===== config.mk =====
export PLATFORM = sky130hd
export DESIGN_NAME = rxq_flush_fifo
export DESIGN_NICKNAME = d
export VERILOG_FILES = /design/src/rtl/rxq_pkg.sv /design/src/rtl/rxq_arbiter.sv /design/src/rtl/rxq_mem.sv /design/src/rtl/rxq_ptr_ctrl.sv /design/src/rtl/rxq_flush_fifo.sv
export SDC_FILE = /design/constraint.sdc
export NUM_CORES = 1
export LEC_CHECK = 0
export ABC_CLOCK_PERIOD_IN_PS = 3100
export BUFFER_PORTS_ARGS = -buffer_cell sky130_fd_sc_hd__buf_2
export CAP_MARGIN = 40
export CORE_AREA = 2 2 125 127
export CTS_CLUSTER_DIAMETER = 120
export DETAILED_ROUTE_END_ITERATION = 10
export DIE_AREA = 0 0 127 129
export HOLD_SLACK_MARGIN = 0.15
export SLEW_MARGIN = 10
export SYNTH_ARGS = -nofsm -noshare
export SYNTH_HDL_FRONTEND = slang
export SYNTH_SLANG_ARGS = --single-unit

===== constraint.sdc =====
create_clock -name clk -period 3.1 [get_ports clk]
set_input_delay 0.62 -clock clk [delete_from_list [all_inputs] [get_ports clk]]
set_output_delay 0.62 -clock clk [all_outputs]
set_load 0.01 [all_outputs]

===== src/rtl/rxq_pkg.sv =====
package rxq_pkg;

  typedef struct packed {
    logic flush;
    logic push_ok;
    logic push_drop;
    logic pop_ok;
    logic pop_under;
  } rxq_cmd_t;

endpackage


===== src/rtl/rxq_arbiter.sv =====
module rxq_arbiter
  import rxq_pkg::*;
(
  input  logic     push_i,
  input  logic     pop_i,
  input  logic     ctrl_en_i,
  input  logic     abort_pend_i,
  input  logic     abort_clr_rd_i,
  input  logic     full_i,
  input  logic     empty_i,
  output rxq_cmd_t cmd_o
);

  logic flush;
  logic pop_ok;

  assign flush  = ~ctrl_en_i | (abort_pend_i & abort_clr_rd_i);
  assign pop_ok = pop_i & ~empty_i & ~flush;

  always_comb begin
    cmd_o           = '0;
    cmd_o.flush     = flush;
    cmd_o.pop_ok    = pop_ok;
    cmd_o.pop_under = pop_i & empty_i & ~flush;
    cmd_o.push_ok   = push_i & ~flush & (~full_i | pop_ok);
    cmd_o.push_drop = push_i & ~flush & full_i & ~pop_ok;
  end

endmodule


===== src/rtl/rxq_mem.sv =====
module rxq_mem #(
  parameter int DATA_W = 8,
  parameter int DEPTH  = 16,
  parameter int ADDR_W = $clog2(DEPTH)
) (
  input  logic              clk,
  input  logic              we_i,
  input  logic [ADDR_W-1:0] waddr_i,
  input  logic [DATA_W-1:0] wdata_i,
  input  logic              re_i,
  input  logic [ADDR_W-1:0] raddr_i,
  output logic [DATA_W-1:0] rdata_o
);

  logic [DATA_W-1:0] store_r [DEPTH];
  logic [DATA_W-1:0] rdata_q;

  always_ff @(posedge clk) begin
    if (we_i) store_r[waddr_i] <= wdata_i;
  end

  // read-first: a same-address write in this cycle is not seen
  always_ff @(posedge clk) begin
    if (re_i) rdata_q <= store_r[raddr_i];
  end

  assign rdata_o = rdata_q;

endmodule


===== src/rtl/rxq_ptr_ctrl.sv =====
module rxq_ptr_ctrl
  import rxq_pkg::*;
#(
  parameter int DEPTH  = 16,
  parameter int ADDR_W = $clog2(DEPTH),
  parameter int LVL_W  = $clog2(DEPTH + 1)
) (
  input  logic              clk,
  input  logic              rst,
  input  rxq_cmd_t          cmd_i,
  output logic [ADDR_W-1:0] wr_ptr_o,
  output logic [ADDR_W-1:0] rd_ptr_o,
  output logic [LVL_W-1:0]  level_o,
  output logic              full_o,
  output logic              empty_o,
  output logic              overflow_o,
  output logic              underflow_o,
  output logic              rd_zero_o
);

  localparam logic [ADDR_W-1:0] LAST = ADDR_W'(DEPTH - 1);
  localparam logic [LVL_W-1:0]  FULL = LVL_W'(DEPTH);

  logic [ADDR_W-1:0] wr_ptr_q, rd_ptr_q;
  logic [LVL_W-1:0]  level_q, level_nx;
  logic              full_q, empty_q, ovf_q, udf_q, zero_q;

  function automatic logic [ADDR_W-1:0] bump(input logic [ADDR_W-1:0] p);
    return (p == LAST) ? '0 : p + 1'b1;
  endfunction

  always_comb begin
    level_nx = level_q;
    case ({cmd_i.push_ok, cmd_i.pop_ok})
      2'b10:   level_nx = level_q + 1'b1;
      2'b01:   level_nx = level_q - 1'b1;
      default: level_nx = level_q;
    endcase
  end

  always_ff @(posedge clk) begin
    if (rst) begin
      wr_ptr_q <= '0;
      rd_ptr_q <= '0;
      level_q  <= '0;
      full_q   <= 1'b0;
      empty_q  <= 1'b1;
      ovf_q    <= 1'b0;
      udf_q    <= 1'b0;
      zero_q   <= 1'b1;
    end else if (cmd_i.flush) begin
      wr_ptr_q <= '0;
      rd_ptr_q <= '0;
      level_q  <= '0;
      full_q   <= 1'b0;
      empty_q  <= 1'b1;
      ovf_q    <= 1'b0;
      udf_q    <= 1'b0;
    end else begin
      if (cmd_i.push_ok)   wr_ptr_q <= bump(wr_ptr_q);
      if (cmd_i.pop_ok)    rd_ptr_q <= bump(rd_ptr_q);
      if (cmd_i.push_drop) ovf_q    <= 1'b1;
      if (cmd_i.pop_under) udf_q    <= 1'b1;
      if (cmd_i.pop_under) zero_q   <= 1'b1;
      else if (cmd_i.pop_ok) zero_q <= 1'b0;
      level_q <= level_nx;
      full_q  <= (level_nx == FULL);
      empty_q <= (level_nx == '0);
    end
  end

  assign wr_ptr_o    = wr_ptr_q;
  assign rd_ptr_o    = rd_ptr_q;
  assign level_o     = level_q;
  assign full_o      = full_q;
  assign empty_o     = empty_q;
  assign overflow_o  = ovf_q;
  assign underflow_o = udf_q;
  assign rd_zero_o   = zero_q;

endmodule


===== src/rtl/rxq_flush_fifo.sv =====
module rxq_flush_fifo
  import rxq_pkg::*;
#(
  parameter int DATA_W = 8,
  parameter int DEPTH  = 16,
  parameter int WORD_W = 32
) (
  input  logic                         clk,
  input  logic                         rst,
  input  logic                         push_i,
  input  logic [DATA_W-1:0]            push_data_i,
  input  logic                         pop_i,
  input  logic                         ctrl_en_i,
  input  logic                         abort_pend_i,
  input  logic                         abort_clr_rd_i,
  output logic [DATA_W-1:0]            rd_data_o,
  output logic [$clog2(DEPTH+1)-1:0]   level_o,
  output logic [WORD_W-1:0]            level_word_o,
  output logic                         full_o,
  output logic                         empty_o,
  output logic                         overflow_o,
  output logic                         underflow_o
);

  localparam int ADDR_W = $clog2(DEPTH);
  localparam int LVL_W  = $clog2(DEPTH + 1);

  rxq_cmd_t          cmd;
  logic [ADDR_W-1:0] wr_ptr, rd_ptr;
  logic [DATA_W-1:0] mem_q;
  logic              rd_zero;

  rxq_arbiter u_arb (
    .push_i         (push_i),
    .pop_i          (pop_i),
    .ctrl_en_i      (ctrl_en_i),
    .abort_pend_i   (abort_pend_i),
    .abort_clr_rd_i (abort_clr_rd_i),
    .full_i         (full_o),
    .empty_i        (empty_o),
    .cmd_o          (cmd)
  );

  rxq_ptr_ctrl #(.DEPTH(DEPTH), .ADDR_W(ADDR_W), .LVL_W(LVL_W)) u_ctrl (
    .clk         (clk),
    .rst         (rst),
    .cmd_i       (cmd),
    .wr_ptr_o    (wr_ptr),
    .rd_ptr_o    (rd_ptr),
    .level_o     (level_o),
    .full_o      (full_o),
    .empty_o     (empty_o),
    .overflow_o  (overflow_o),
    .underflow_o (underflow_o),
    .rd_zero_o   (rd_zero)
  );

  rxq_mem #(.DATA_W(DATA_W), .DEPTH(DEPTH), .ADDR_W(ADDR_W)) u_mem (
    .clk     (clk),
    .we_i    (cmd.push_ok),
    .waddr_i (wr_ptr),
    .wdata_i (push_data_i),
    .re_i    (cmd.pop_ok),
    .raddr_i (rd_ptr),
    .rdata_o (mem_q)
  );

  assign rd_data_o = rd_zero ? '0 : mem_q;

  generate
    if (WORD_W > LVL_W) begin : g_pad
      assign level_word_o = {{(WORD_W-LVL_W){1'b0}}, level_o};
    end else begin : g_trunc
      assign level_word_o = level_o[WORD_W-1:0];
    end
  endgenerate

endmodule


==> results.py <==
metrics = {
    "synth": {
        "synth_most_common_cell": "edfxtp_1",
        "yosysSeqAreaShare_pct": 66.9,
        "ys_async_sr_fraction_pct": 0,
        "synth_area_leaders": "edfxtp_1 61%, mux4_2 6.4%, dfxtp_1 5.4%",
        "synth_edf_count": 136,
        "synth_area_leader_cell": "edfxtp_1",
        "syn_area_per_cell_sq_um": 16.8,
        "syn-instance-count": 396,
        "yosysWarnings": 0,
        "netlist.area_leader.share_pct": 61.5,
        "ys.flop_type": "edfxtp_1",
        "syn_area_sq_mm": 0.00665,
        "synth_common_cells": "136 x edfxtp_1, 33 x buf_4, 27 x nor2_1",
        "synth_cell_types": 46,
        "synth-seq-cells": 154,
    },
    "final_layout": {
        "multi_input_area_sq_mm": 0.00188,
        "areaGrowthSynthToFinish_pct": 13.6,
        "post-route-util_pct": 50.4,
        "seq_area_sq_mm": 0.00445,
        "diodes": 0,
        "fillers": 1244,
        "design_area_sq_mm": 0.00755,
        "drive_gt1_share_pct": 25.0,
        "finalNonFillerCells": 648,
        "nets": 470,
    },
    "global_routing": {
        "grtUsageTotal_pct": 15.6,
        "grt_first_pass_wirelength_um": 18700,
        "grt_pass1_vias": 3306,
        "grt_max_degree": 37,
        "antenna_found_initial": 0,
        "overflow": 0,
    },
    "placement": {
        "dp_hpwl_um": 7650,
        "place_area_sq_mm": 0.00694,
        "io_buffer_count": 36,
        "gp_congestion": 0.688,
        "dp.cells": 616,
    },
    "hold_path": {
        "hold_start": "rst",
        "min_to": "u_ctrl.rd_zero_o",
        "holdCritPathClass": "in2reg",
        "worstHoldPathCells": 2,
    },
    "critical_path": {
        "ff2ff_path_depth": 11,
        "start_kind": "input pin",
        "cp_cell_sequence": "buf_2, a21boi_2, nand3b_4, a21oi_4, inv_1, ha_1, xor2_1, ha_1, o21ai_1, a21oi_2, nor4_4, xnor2_1, nor4_2",
        "critPathKind": "in2reg",
        "required_ns": 3.43,
        "cp_slowest_stage_delay_ns": 0.29,
        "timing.rr.end": "u_ctrl.full_o",
        "crit_arrival_ns": 2.87,
        "crit_fanout": 7,
        "critPathSlowestCell": "nor4_4",
        "cp-end-kind": "register",
        "r2r_setup_slack_ns": 0.74,
        "worst_path_most_repeated_cell": "ha_1",
        "r2r-start": "u_ctrl.empty_o",
    },
    "die": {
        "chipWidth_um": 127,
        "die_area_sq_mm": 0.0164,
        "start_util_pct": 44.4,
        "pin_count": 64,
        "row_count": 45,
        "coreArea_sq_mm": 0.0150,
        "die_h_um": 129,
    },
    "sta": {
        "maxSlewHeadroom_pct": 42.2,
        "hold_viol_final": 0,
        "fin_crit_sh_pct": 81.9,
        "finClkSkew_ns": 0.00959,
        "worst_pin_slew_ns": 0.865,
        "rsz0062_at_grt": "false",
        "fmax_mhz": 394,
        "slew_viol_final": 0,
        "setup_viol": 0,
        "fin_crit_ns": 2.54,
        "tns_ns": 0,
    },
    "drt": {
        "vias": 3467,
        "wire_per_inst_um": 18.5,
        "first_pass_iters": 5,
        "drt_iter0_drc": 289,
        "vias_per_cell": 5.35,
        "routed_wl_um": 12000,
        "drt.antenna.violating_nets": 0,
        "drc": 0,
    },
    "cts": {
        "cts_tree": "built",
        "clk_latency_ns": 0.42,
        "post_cts_buffers": 0,
        "numCtsBuffers": 17,
        "clk_path_buf_depth": 2,
        "cts_resized": 0,
        "clock-sinks": 154,
        "h-tree-depth": 4,
        "root_buffer": "clkbuf_16",
        "clk_pin_slew_ns": 0.06,
        "holdBufCountCts": 0,
    },
    "flow_run": {
        "maxCapViolCount": 0,
    },
    "power_and_ir_drop": {
        "p_per_area_mw_per_mm2": 594,
        "p_total_uw": 4480,
        "ir_drop_mv": 0.390,
        "power.leakage_uw": 0.00260,
    },
    "run_status": {
        "status": "finished, final reports clean",
    },
}
==> where the power goes <==
| group | switching (uW) | leakage (uW) | internal, uW | total [uW] |
|---|---|---|---|---|
| logic | 70.9 | 0.000931 | 27.9 | 98.7 |
| registers | 3.82 | 0.00137 | 2260 | 2270 |
| clock network | 789 | 0.000300 | 1330 | 2120 |
| total | 864 | 0.00260 | 3620 | 4480 |
==> critical path, delay by kind of cell <==
kind,cells,cell delay [ns]
buffers and inverters,2,0.17
adders and majority gates,2,0.43
AOI/OAI and AO/OA,4,0.67
xor gates and xnor gates,2,0.30
and+or+nand+nor,3,0.67
==> layout by cell type (no fill, tap or decap), types with 2 or more instances in the layout <==
cell | netlist | layout
xnor2_1 | 2 | 2
nor2b_1 | 18 | 18
mux4_1 | 13 | 13
mux2i_1 | 13 | 13
nand2_1 | 14 | 14
inv_1 | 5 | 5
bufinv_16 | 0 | 4
o21ai_1 | 2 | 2
clkinv_1 | 0 | 4
clkbuf_16 | 0 | 17
a211oi_1 | 8 | 8
ha_1 | 8 | 8
conb_1 | 1 | 27
dfxtp_1 | 18 | 17
clkinv_4 | 0 | 3
a21oi_1 | 18 | 18
xor2_1 | 6 | 6
nand2b_1 | 4 | 4
edfxtp_1 | 136 | 136
a311oi_1 | 2 | 2
nand3b_1 | 2 | 2
nor3_1 | 5 | 5
clkinv_2 | 0 | 4
buf_2 | 5 | 36
a31oi_1 | 2 | 2
a211o_1 | 2 | 2
nor2_1 | 27 | 27
buf_4 | 33 | 23
mux4_2 | 19 | 19
==> state kept, by name (all words and copies together) (netlist names) <==
register and count:
u_ctrl.level_o 5, u_ctrl.overflow_o 1, u_ctrl.wr_ptr_o 4, u_ctrl.rd_ptr_o 4, u_mem.rdata_o 8, u_ctrl.underflow_o 1, u_ctrl.rd_zero_o 1, u_mem.store_r 128
u_ctrl.full_o 1, u_ctrl.empty_o 1
==> area by class of cell <==
cell class	instances	share of cell area [%]
Inverter	6	0.298
Clock buffer	17	5.64
Sequential cell	154	58.9
Timing Repair Buffer	59	4.68
Multi-Input combinational cell	209	25.0
Tap cell	188	3.12
Clock inverter	15	2.40
==> layer usage <==
layer,track usage [%],share of wire [%]
met2,25.0,49
met4,6.21,1.6
met1,20.2,44
met5,0,0
met3,4.99,5.5
==> through the flow <==
step | setup slack, ns | hold WS, ns
floorplan | 0.210 | 0.502
global placement | 0.200 | 0.451
detailed placement | 0.128 | 0.461
CTS | 0.563 | 0.399
global route | 0.348 | 0.408
finish | 0.560 | 0.404
==> how the worst max path moves through the flow <==
stage,start,to
2_1_floorplan,ctrl_en_i,u_ctrl.empty_o
3_3_place_gp,abort_pend_i,u_ctrl.empty_o
3_5_place_dp,abort_pend_i,u_ctrl.full_o
4_1_cts,abort_pend_i,u_ctrl.full_o
5_1_grt,abort_pend_i,u_ctrl.full_o
6_report,abort_pend_i,u_ctrl.full_o
==> kinds of logic (layout without fill, tap and decap cells) <==
kind of cell / after synthesis / count (layout) / share of synthesized area [%]
AOI/OAI and AO/OA: 43 / 43 / 4.41
xor gates and xnor gates: 8 / 8 / 1.05
adders and majority gates: 8 / 8 / 1.51
buffers and inverters: 59 / 97 / 6.23
DFF: 154 / 154 / 66.9
muxes: 45 / 45 / 13.5
other: 1 / 27 / 0.0564
and+or+nand+nor: 78 / 78 / 6.33
Power figures use the tool's default switching activity.
